File: src/rtl/audclk_pkg.sv
package audclk_pkg;

    // Ratio selection held in the shadow stage
    typedef struct packed {
        logic       div_hi;     // 0: master/2, 1: master/4
        logic [1:0] frame_sel;  // 00: 32, 01: 64, 1x: 128 bit clocks per frame
    } ratio_t;

    localparam ratio_t RATIO_RST = '{div_hi: 1'b0, frame_sel: 2'b00};

    // Number of frame-length codes
    localparam int FRAME_CODES = 4;

endpackage

File: src/rtl/audclk_shadow.sv
module audclk_shadow
    import audclk_pkg::*;
#(
    parameter int DIV_LO     = 2,
    parameter int DIV_HI     = 4,
    parameter int FRAME_BASE = 32,
    parameter int PH_W       = 3,
    parameter int BIT_W      = 7
) (
    input  logic             clk,
    input  logic             rst_n,
    input  logic             load,
    input  logic             div_hi,
    input  logic [1:0]       frame_sel,
    output logic [PH_W-1:0]  ph_last,
    output logic [PH_W-1:0]  ph_half,
    output logic [BIT_W-1:0] bit_last,
    output logic [BIT_W-1:0] bit_half
);

    ratio_t r_d, r_q;

    logic [BIT_W-1:0] last_tbl [FRAME_CODES];
    logic [BIT_W-1:0] half_tbl [FRAME_CODES];

    // Frame-length table: base length doubled per code, saturating at four times
    for (genvar g = 0; g < FRAME_CODES; g++) begin : g_frame
        localparam int SHIFT = (g > 2) ? 2 : g;
        localparam int LEN   = FRAME_BASE << SHIFT;
        assign last_tbl[g] = BIT_W'(LEN - 1);
        assign half_tbl[g] = BIT_W'(LEN / 2);
    end

    always_comb begin
        r_d = r_q;
        if (load) begin
            r_d.div_hi    = div_hi;
            r_d.frame_sel = frame_sel;
        end
    end

    always_ff @(posedge clk or negedge rst_n) begin
        if (!rst_n) r_q <= RATIO_RST;
        else        r_q <= r_d;
    end

    assign ph_last  = r_q.div_hi ? PH_W'(DIV_HI - 1) : PH_W'(DIV_LO - 1);
    assign ph_half  = r_q.div_hi ? PH_W'(DIV_HI / 2) : PH_W'(DIV_LO / 2);
    assign bit_last = last_tbl[r_q.frame_sel];
    assign bit_half = half_tbl[r_q.frame_sel];

endmodule

File: src/rtl/audclk_seq.sv
module audclk_seq #(
    parameter int PH_W  = 3,
    parameter int BIT_W = 7
) (
    input  logic             clk,
    input  logic             rst_n,
    input  logic             master_mode,
    input  logic             glb_en,
    input  logic             tx_en,
    input  logic             rx_en,
    input  logic             free_run,
    input  logic [PH_W-1:0]  ph_last,
    input  logic [PH_W-1:0]  ph_half,
    input  logic [BIT_W-1:0] bit_last,
    input  logic [BIT_W-1:0] bit_half,
    output logic             shadow_load,
    output logic             bclk_raw,
    output logic             wclk_raw,
    output logic             launch,
    output logic             frame,
    output logic             pins_oe
);

    typedef struct packed {
        logic             run;
        logic [PH_W-1:0]  ph;
        logic [BIT_W-1:0] bitc;
        logic             bclk;
        logic             wclk;
        logic             launch;
        logic             frame;
        logic             oe;
    } seq_t;

    seq_t s_d, s_q;
    logic run_req;
    logic wrap;

    always_comb begin
        run_req     = master_mode && glb_en && (free_run || tx_en || rx_en);
        wrap        = s_q.run && run_req && (s_q.ph == ph_last) && (s_q.bitc == bit_last);
        // ratios follow the inputs only while idle, and otherwise only at a frame wrap
        shadow_load = wrap || (!s_q.run && !run_req);

        s_d     = '0;
        s_d.oe  = master_mode;
        s_d.run = run_req;

        if (run_req && !s_q.run) begin
            // pre-start cycle: park on the last phase of the last bit, clocks still idle
            s_d.ph     = ph_last;
            s_d.bitc   = bit_last;
            s_d.launch = 1'b1;
            s_d.frame  = 1'b1;
        end else if (run_req) begin
            if (s_q.ph == ph_last) begin
                s_d.ph   = '0;
                s_d.bitc = (s_q.bitc == bit_last) ? '0 : s_q.bitc + BIT_W'(1);
            end else begin
                s_d.ph   = s_q.ph + PH_W'(1);
                s_d.bitc = s_q.bitc;
            end
            s_d.bclk   = (s_d.ph >= ph_half);
            s_d.wclk   = (s_d.bitc >= bit_half);
            s_d.launch = (s_d.ph == ph_last);
            s_d.frame  = s_d.launch && (s_d.bitc == bit_last);
        end
    end

    always_ff @(posedge clk or negedge rst_n) begin
        if (!rst_n) s_q <= '0;
        else        s_q <= s_d;
    end

    assign bclk_raw = s_q.bclk;
    assign wclk_raw = s_q.wclk;
    assign launch   = s_q.launch;
    assign frame    = s_q.frame;
    assign pins_oe  = s_q.oe;

endmodule

File: src/rtl/audclk_outpol.sv
module audclk_outpol #(
    parameter int NCLK = 2
) (
    input  logic [NCLK-1:0] raw,
    input  logic [NCLK-1:0] inv,
    output logic [NCLK-1:0] pin
);

    for (genvar g = 0; g < NCLK; g++) begin : g_pol
        assign pin[g] = raw[g] ^ inv[g];
    end

endmodule

File: src/rtl/audclk_gen.sv
module audclk_gen #(
    parameter int DIV_LO     = 2,
    parameter int DIV_HI     = 4,
    parameter int FRAME_BASE = 32
) (
    input  logic       mclk,
    input  logic       rst_n,
    input  logic       master_mode,
    input  logic       glb_en,
    input  logic       tx_en,
    input  logic       rx_en,
    input  logic       free_run,
    input  logic       bclk_div_sel,
    input  logic [1:0] frame_sel,
    input  logic       bclk_inv,
    input  logic       wclk_inv,
    output logic       bclk_o,
    output logic       wclk_o,
    output logic       bclk_oe,
    output logic       wclk_oe,
    output logic       launch_o,
    output logic       frame_o
);

    localparam int PH_W  = $clog2(DIV_HI + 1);
    localparam int BIT_W = $clog2(FRAME_BASE * 4);

    logic [PH_W-1:0]  ph_last, ph_half;
    logic [BIT_W-1:0] bit_last, bit_half;
    logic             shadow_load;
    logic             bclk_raw, wclk_raw, pins_oe;
    logic [1:0]       pol_pin;

    audclk_shadow #(
        .DIV_LO     (DIV_LO),
        .DIV_HI     (DIV_HI),
        .FRAME_BASE (FRAME_BASE),
        .PH_W       (PH_W),
        .BIT_W      (BIT_W)
    ) u_shadow (
        .clk       (mclk),
        .rst_n     (rst_n),
        .load      (shadow_load),
        .div_hi    (bclk_div_sel),
        .frame_sel (frame_sel),
        .ph_last   (ph_last),
        .ph_half   (ph_half),
        .bit_last  (bit_last),
        .bit_half  (bit_half)
    );

    audclk_seq #(
        .PH_W  (PH_W),
        .BIT_W (BIT_W)
    ) u_seq (
        .clk         (mclk),
        .rst_n       (rst_n),
        .master_mode (master_mode),
        .glb_en      (glb_en),
        .tx_en       (tx_en),
        .rx_en       (rx_en),
        .free_run    (free_run),
        .ph_last     (ph_last),
        .ph_half     (ph_half),
        .bit_last    (bit_last),
        .bit_half    (bit_half),
        .shadow_load (shadow_load),
        .bclk_raw    (bclk_raw),
        .wclk_raw    (wclk_raw),
        .launch      (launch_o),
        .frame       (frame_o),
        .pins_oe     (pins_oe)
    );

    audclk_outpol #(
        .NCLK (2)
    ) u_pol (
        .raw ({wclk_raw, bclk_raw}),
        .inv ({wclk_inv, bclk_inv}),
        .pin (pol_pin)
    );

    assign bclk_o  = pol_pin[0];
    assign wclk_o  = pol_pin[1];
    assign bclk_oe = pins_oe;
    assign wclk_oe = pins_oe;

endmodule

File: config.mk
export PLATFORM = sky130hd
export DESIGN_NAME = audclk_gen
export DESIGN_NICKNAME = d
export VERILOG_FILES = /design/src/rtl/audclk_pkg.sv /design/src/rtl/audclk_shadow.sv /design/src/rtl/audclk_seq.sv /design/src/rtl/audclk_outpol.sv /design/src/rtl/audclk_gen.sv
export SDC_FILE = /design/constraint.sdc
export NUM_CORES = 1
export LEC_CHECK = 0
export BUFFER_PORTS_ARGS = -buffer_cell sky130_fd_sc_hd__buf_2
export CAP_MARGIN = 25
export CORE_ASPECT_RATIO = 0.9
export CORE_MARGIN = 2
export CORE_UTILIZATION = 59
export DETAILED_ROUTE_END_ITERATION = 10
export GPL_ROUTABILITY_DRIVEN = 0
export PLACE_DENSITY = 0.82
export SLEW_MARGIN = 0
export SYNTH_ARGS = -nofsm -noshare
export SYNTH_HDL_FRONTEND = slang
export SYNTH_HIERARCHICAL = 1
export SYNTH_SLANG_ARGS = --single-unit
File: constraint.sdc
create_clock -name mclk -period 3.6 [get_ports mclk]
set_input_delay 0 -clock mclk [delete_from_list [all_inputs] [get_ports mclk]]
set_output_delay 0 -clock mclk [all_outputs]
set_load 0.03 [all_outputs]
==> flow_results.xml <==
<?xml version="1.0" encoding="UTF-8"?>
<metrics>
  <group name="timing">
    <metric name="setup-violations-final" unit="">0</metric>
    <metric name="rsz0062_at_grt" unit="">false</metric>
    <metric name="period_needed" unit="ps">2821</metric>
    <metric name="final.setup_skew" unit="ps">5.641</metric>
    <metric name="max_clock_freq" unit="MHz">354.4</metric>
    <metric name="hold_viol" unit="">0</metric>
    <metric name="fin_setup_tns" unit="ps">0</metric>
    <metric name="timing.slew.headroom" unit="%">66.21</metric>
    <metric name="final-max-slew-violation-count" unit="">0</metric>
    <metric name="period_share" unit="%">78.37</metric>
    <metric name="timing_worst_slew_pin_value" unit="ps">506.8</metric>
    <metric name="smallest_setup_slack_after_layout" unit="ps">778.6</metric>
  </group>
  <group name="placement">
    <metric name="placed_cell_area" unit="mm^2">0.001809</metric>
    <metric name="dp.cells" unit="">258</metric>
    <metric name="detailed_placer_s_ending_hpwl" unit="um">2686</metric>
    <metric name="io_buffer_count" unit="">17</metric>
    <metric name="pre_cts_ws" unit="ps">813.8</metric>
  </group>
  <group name="pwr">
    <metric name="swShare" unit="%">34.94</metric>
    <metric name="vdd_drop_max" unit="uV">193.8</metric>
    <metric name="power.share.combinational" unit="%">31.9</metric>
    <metric name="power.sequential.fraction" unit="%">46.5</metric>
    <metric name="power.switching" unit="W">0.0001850</metric>
    <metric name="powerDensity" unit="mW/mm^2">280.8</metric>
    <metric name="internal_power" unit="W">0.0003445</metric>
    <metric name="cellLeakagePower" unit="nW">0.8605</metric>
    <metric name="total_power_consumption" unit="W">0.0005295</metric>
    <metric name="power.clock.fraction" unit="%">21.6</metric>
  </group>
  <group name="critical_path">
    <metric name="worstSetupStartpointType" unit="">register</metric>
    <metric name="ff_to_ff_start" unit="">u_shadow/r_q[1]$_DFFE_PN0P_</metric>
    <metric name="reg2reg_to" unit="">u_seq/wclk_raw$_DFF_PN0_</metric>
    <metric name="worst-endpoint-arrival" unit="ps">3050</metric>
    <metric name="cp-end-kind" unit="">register</metric>
    <metric name="reg2reg_setup_slack" unit="ps">780</metric>
    <metric name="worstRegToRegCells" unit="">11</metric>
    <metric name="worst-setup-path-type" unit="">reg -&gt; reg</metric>
    <metric name="crit_path_max_cell_delay" unit="ps">500</metric>
    <metric name="timing.critical_path.required" unit="ps">3830</metric>
    <metric name="critPathMostFrequentCell" unit="">o21ai_0</metric>
    <metric name="path_max_fanout" unit="">11</metric>
    <metric name="critical_path.cell_chain" unit="">or2_2, xnor2_1, nand3_2, nor2_4, and2b_2, o21ai_0, o31ai_1, ha_1, nor2b_1, o21ai_0, a211oi_1</metric>
    <metric name="slowest_stage" unit="">dfrtp_1</metric>
  </group>
  <group name="clock_tree">
    <metric name="cts.reportedPaths.clkPinSlew" unit="ps">110</metric>
    <metric name="tritoncts" unit="">yes</metric>
    <metric name="root_buffer" unit="">clkbuf_4</metric>
    <metric name="cts_resized" unit="">0</metric>
    <metric name="clock_tree.htree_level_count" unit="">1</metric>
    <metric name="worst_skew_pair.late_latency" unit="ps">310</metric>
    <metric name="cts_buffers" unit="">3</metric>
    <metric name="ctsLongestPathBuffers" unit="">2</metric>
    <metric name="cts_sinks" unit="">19</metric>
  </group>
  <group name="run_status">
    <metric name="status" unit="">complete, no violations</metric>
  </group>
  <group name="yosys">
    <metric name="ys_async_sr_fraction" unit="%">100.0</metric>
    <metric name="synth_cell_type_count" unit="">52</metric>
    <metric name="synth_sequential_area_ratio" unit="%">26.12</metric>
    <metric name="synth_edf_count" unit="">0</metric>
    <metric name="postSynthRegisterBits" unit="">19</metric>
    <metric name="synth_ff_type" unit="">dfrtp_1</metric>
    <metric name="yosysWarningCount" unit="">6</metric>
    <metric name="leading_post_synthesis_cells_by_cell_area" unit="">dfrtp_1 26%, ha_1 8.2%, buf_4 7.4%</metric>
    <metric name="avg_cell_area_syn" unit="um^2">8.547</metric>
    <metric name="syn_inst" unit="">213</metric>
    <metric name="post_syn_area" unit="mm^2">0.001820</metric>
    <metric name="synth_top_cell_by_area" unit="">dfrtp_1</metric>
    <metric name="yosysTopAreaCellShare" unit="%">26.12</metric>
  </group>
  <group name="drt">
    <metric name="drc" unit="">0</metric>
    <metric name="drt_first_pass_iters" unit="">4</metric>
    <metric name="route.antenna.remaining_nets" unit="">0</metric>
    <metric name="totalWireLength" unit="um">3559</metric>
    <metric name="routedWlPerCell" unit="um">13.33</metric>
    <metric name="route.vias.total" unit="">1476</metric>
    <metric name="detailedRoute.firstIterationViolations" unit="">57</metric>
    <metric name="routed_via_density" unit="">5.528</metric>
  </group>
  <group name="global_routing">
    <metric name="largest_net_degree_at_the_start_of_global_routing" unit="">20</metric>
    <metric name="grt_antenna_before_repair" unit="">0</metric>
    <metric name="vias_in_the_first_global_route" unit="">1355</metric>
    <metric name="grt_pass1_wl" unit="um">6113</metric>
    <metric name="total_congestion_overflow" unit="">0</metric>
    <metric name="grt_usage" unit="%">22.14</metric>
  </group>
  <group name="hold_path">
    <metric name="holdPathStages" unit="">4</metric>
    <metric name="timing.hold.worst.class" unit="">in -&gt; reg</metric>
    <metric name="timing.hold.worst.start" unit="">glb_en</metric>
    <metric name="hold_end" unit="">u_seq/s_q[12]$_DFF_PN0_</metric>
  </group>
  <group name="floorplan">
    <metric name="ioPinCount" unit="">18</metric>
    <metric name="core-area" unit="mm^2">0.002995</metric>
    <metric name="die_h" unit="um">56.70</metric>
    <metric name="die_area" unit="mm^2">0.003546</metric>
    <metric name="floorplan.die.width" unit="um">62.55</metric>
    <metric name="initial_util" unit="%">60.78</metric>
    <metric name="fp-row-count" unit="">19</metric>
  </group>
  <group name="layout">
    <metric name="mostFrequentLayoutCell" unit="">nor2_1</metric>
    <metric name="areaGrowthSynthToFinish" unit="%">3.574</metric>
    <metric name="num-nets-final" unit="">250</metric>
    <metric name="num_antenna_cells" unit="">0</metric>
    <metric name="drive_above_1_share" unit="%">19.11</metric>
    <metric name="finish.instance_area" unit="mm^2">0.001886</metric>
    <metric name="finish.cell_count_without_fillers" unit="">267</metric>
    <metric name="final_cell_mix" unit="">21 x nor2_1, 19 x dfrtp_1, 17 x buf_2</metric>
  </group>
  <group name="job">
    <metric name="drv_cap" unit="">0</metric>
  </group>
</metrics>
## timing repair
item,CTS,global route
setup buffers,0,0
hold buffers,5,0
hold endpoints to repair,23,0
## worst max-delay path: cells and delay by family, from the launching register on
kind	cells	cell delay (ps)
AND/OR/NAND/NOR	5	1120
AO/OA/AOI/OAI	4	560
XOR/XNOR	1	270
adder cells (fa/ha/maj)	1	280
flip-flops	1	500
## worst max-delay path by stage
| stage | from | endpoint | slack, ps | cells past startpoint |
|---|---|---|---|---|
| after CTS | u_shadow/r_q[1]$_DFFE_PN0P_ | u_seq/wclk_raw$_DFF_PN0_ | 770 | 11 |
| after global placement | u_shadow/r_q[1]$_DFFE_PN0P_ | u_seq/wclk_raw$_DFF_PN0_ | 930 | 11 |
| after floorplan | u_shadow/r_q[1]$_DFFE_PN0P_ | u_seq/wclk_raw$_DFF_PN0_ | 1100 | 11 |
| final | u_shadow/r_q[1]$_DFFE_PN0P_ | u_seq/wclk_raw$_DFF_PN0_ | 780 | 11 |
| after global routing | u_shadow/r_q[1]$_DFFE_PN0P_ | u_seq/wclk_raw$_DFF_PN0_ | 460 | 13 |
| after detailed placement | u_shadow/r_q[1]$_DFFE_PN0P_ | u_seq/wclk_raw$_DFF_PN0_ | 810 | 11 |
## final cells by class
| class | instances | area (um^2) |
|---|---|---|
| Multi-Input combinational cell | 164 | 1132 |
| Sequential cell | 19 | 475.5 |
| Inverter | 15 | 56.30 |
| Tap cell | 42 | 52.55 |
| Timing Repair Buffer | 23 | 142.6 |
| Clock buffer | 4 | 26.28 |
| Fill cell | 275 | 1110 |
## registers in the layout (all words and copies together) (netlist names)
| register | flops |
|---|---|
| u_seq/s_q | 11 |
| u_shadow/r_q | 3 |
| u_seq/bclk_raw | 1 |
| u_seq/frame | 1 |
| u_seq/launch | 1 |
| u_seq/pins_oe | 1 |
| u_seq/wclk_raw | 1 |
## power groups by stage
stage / clock (W) / combinational [W] / sequential (W)
floorplan: 0 / 0.000153 / 0.000243
CTS: 0.000119 / 0.000167 / 0.000246
detailed placement: 0 / 0.000162 / 0.000250
global placement: 0 / 0.000158 / 0.000249
global route: 0.000125 / 0.000189 / 0.000249
finish: 0.000115 / 0.000169 / 0.000246
## layer usage
metal / global-route usage, % / vias to the layer above / wire (um)
met3: 3.607 / 11 / 216
li1: - / 732 / -
met2: 34.87 / 42 / 1603
met4: 13.33 / 0 / 115
met1: 28.68 / 691 / 1623
met5: 0 / - / 0
## cell usage after synthesis (all sizes together), types with 2 or more instances
library cell   n
a22oi          2
nand2         15
inv           14
nand3          7
a21o           3
xnor2         15
mux2           3
o211a          3
o21ai         13
nor2b          2
o31ai          2
buf           25
mux2i          3
a2111oi        2
o22ai          2
a21oi          9
and3           4
ha            12
xor2           4
nor2          23
a211oi         2
and2b          3
or2            4
nand2b         5
conb           2
dfrtp         19
## cell families (layout without fill, tap and decap cells)
kind of cell / count (synthesis) / after routing / synth area share, %
other cells: 2 / 12 / 0.4125
mux: 6 / 6 / 3.505
simple gates: 68 / 68 / 20.21
buf+inv: 40 / 42 / 13.75
fa+ha+maj: 12 / 12 / 8.247
flops: 19 / 19 / 26.12
xor+xnor: 19 / 19 / 9.553
compound gates: 47 / 47 / 18.21
## metrics by stage
| step | util [%] | hold slack (ps) |
|---|---|---|
| 4_1_cts | 62.95 | 89.93 |
| 6_report | 62.95 | 103.5 |
| 3_5_place_dp | 60.40 | -27.05 |
| 2_1_floorplan | - | -295.6 |
| 5_1_grt | 62.95 | 102.2 |
| 3_3_place_gp | 60.40 | -33.66 |
Note: power is estimated with default switching activity, not from simulation.
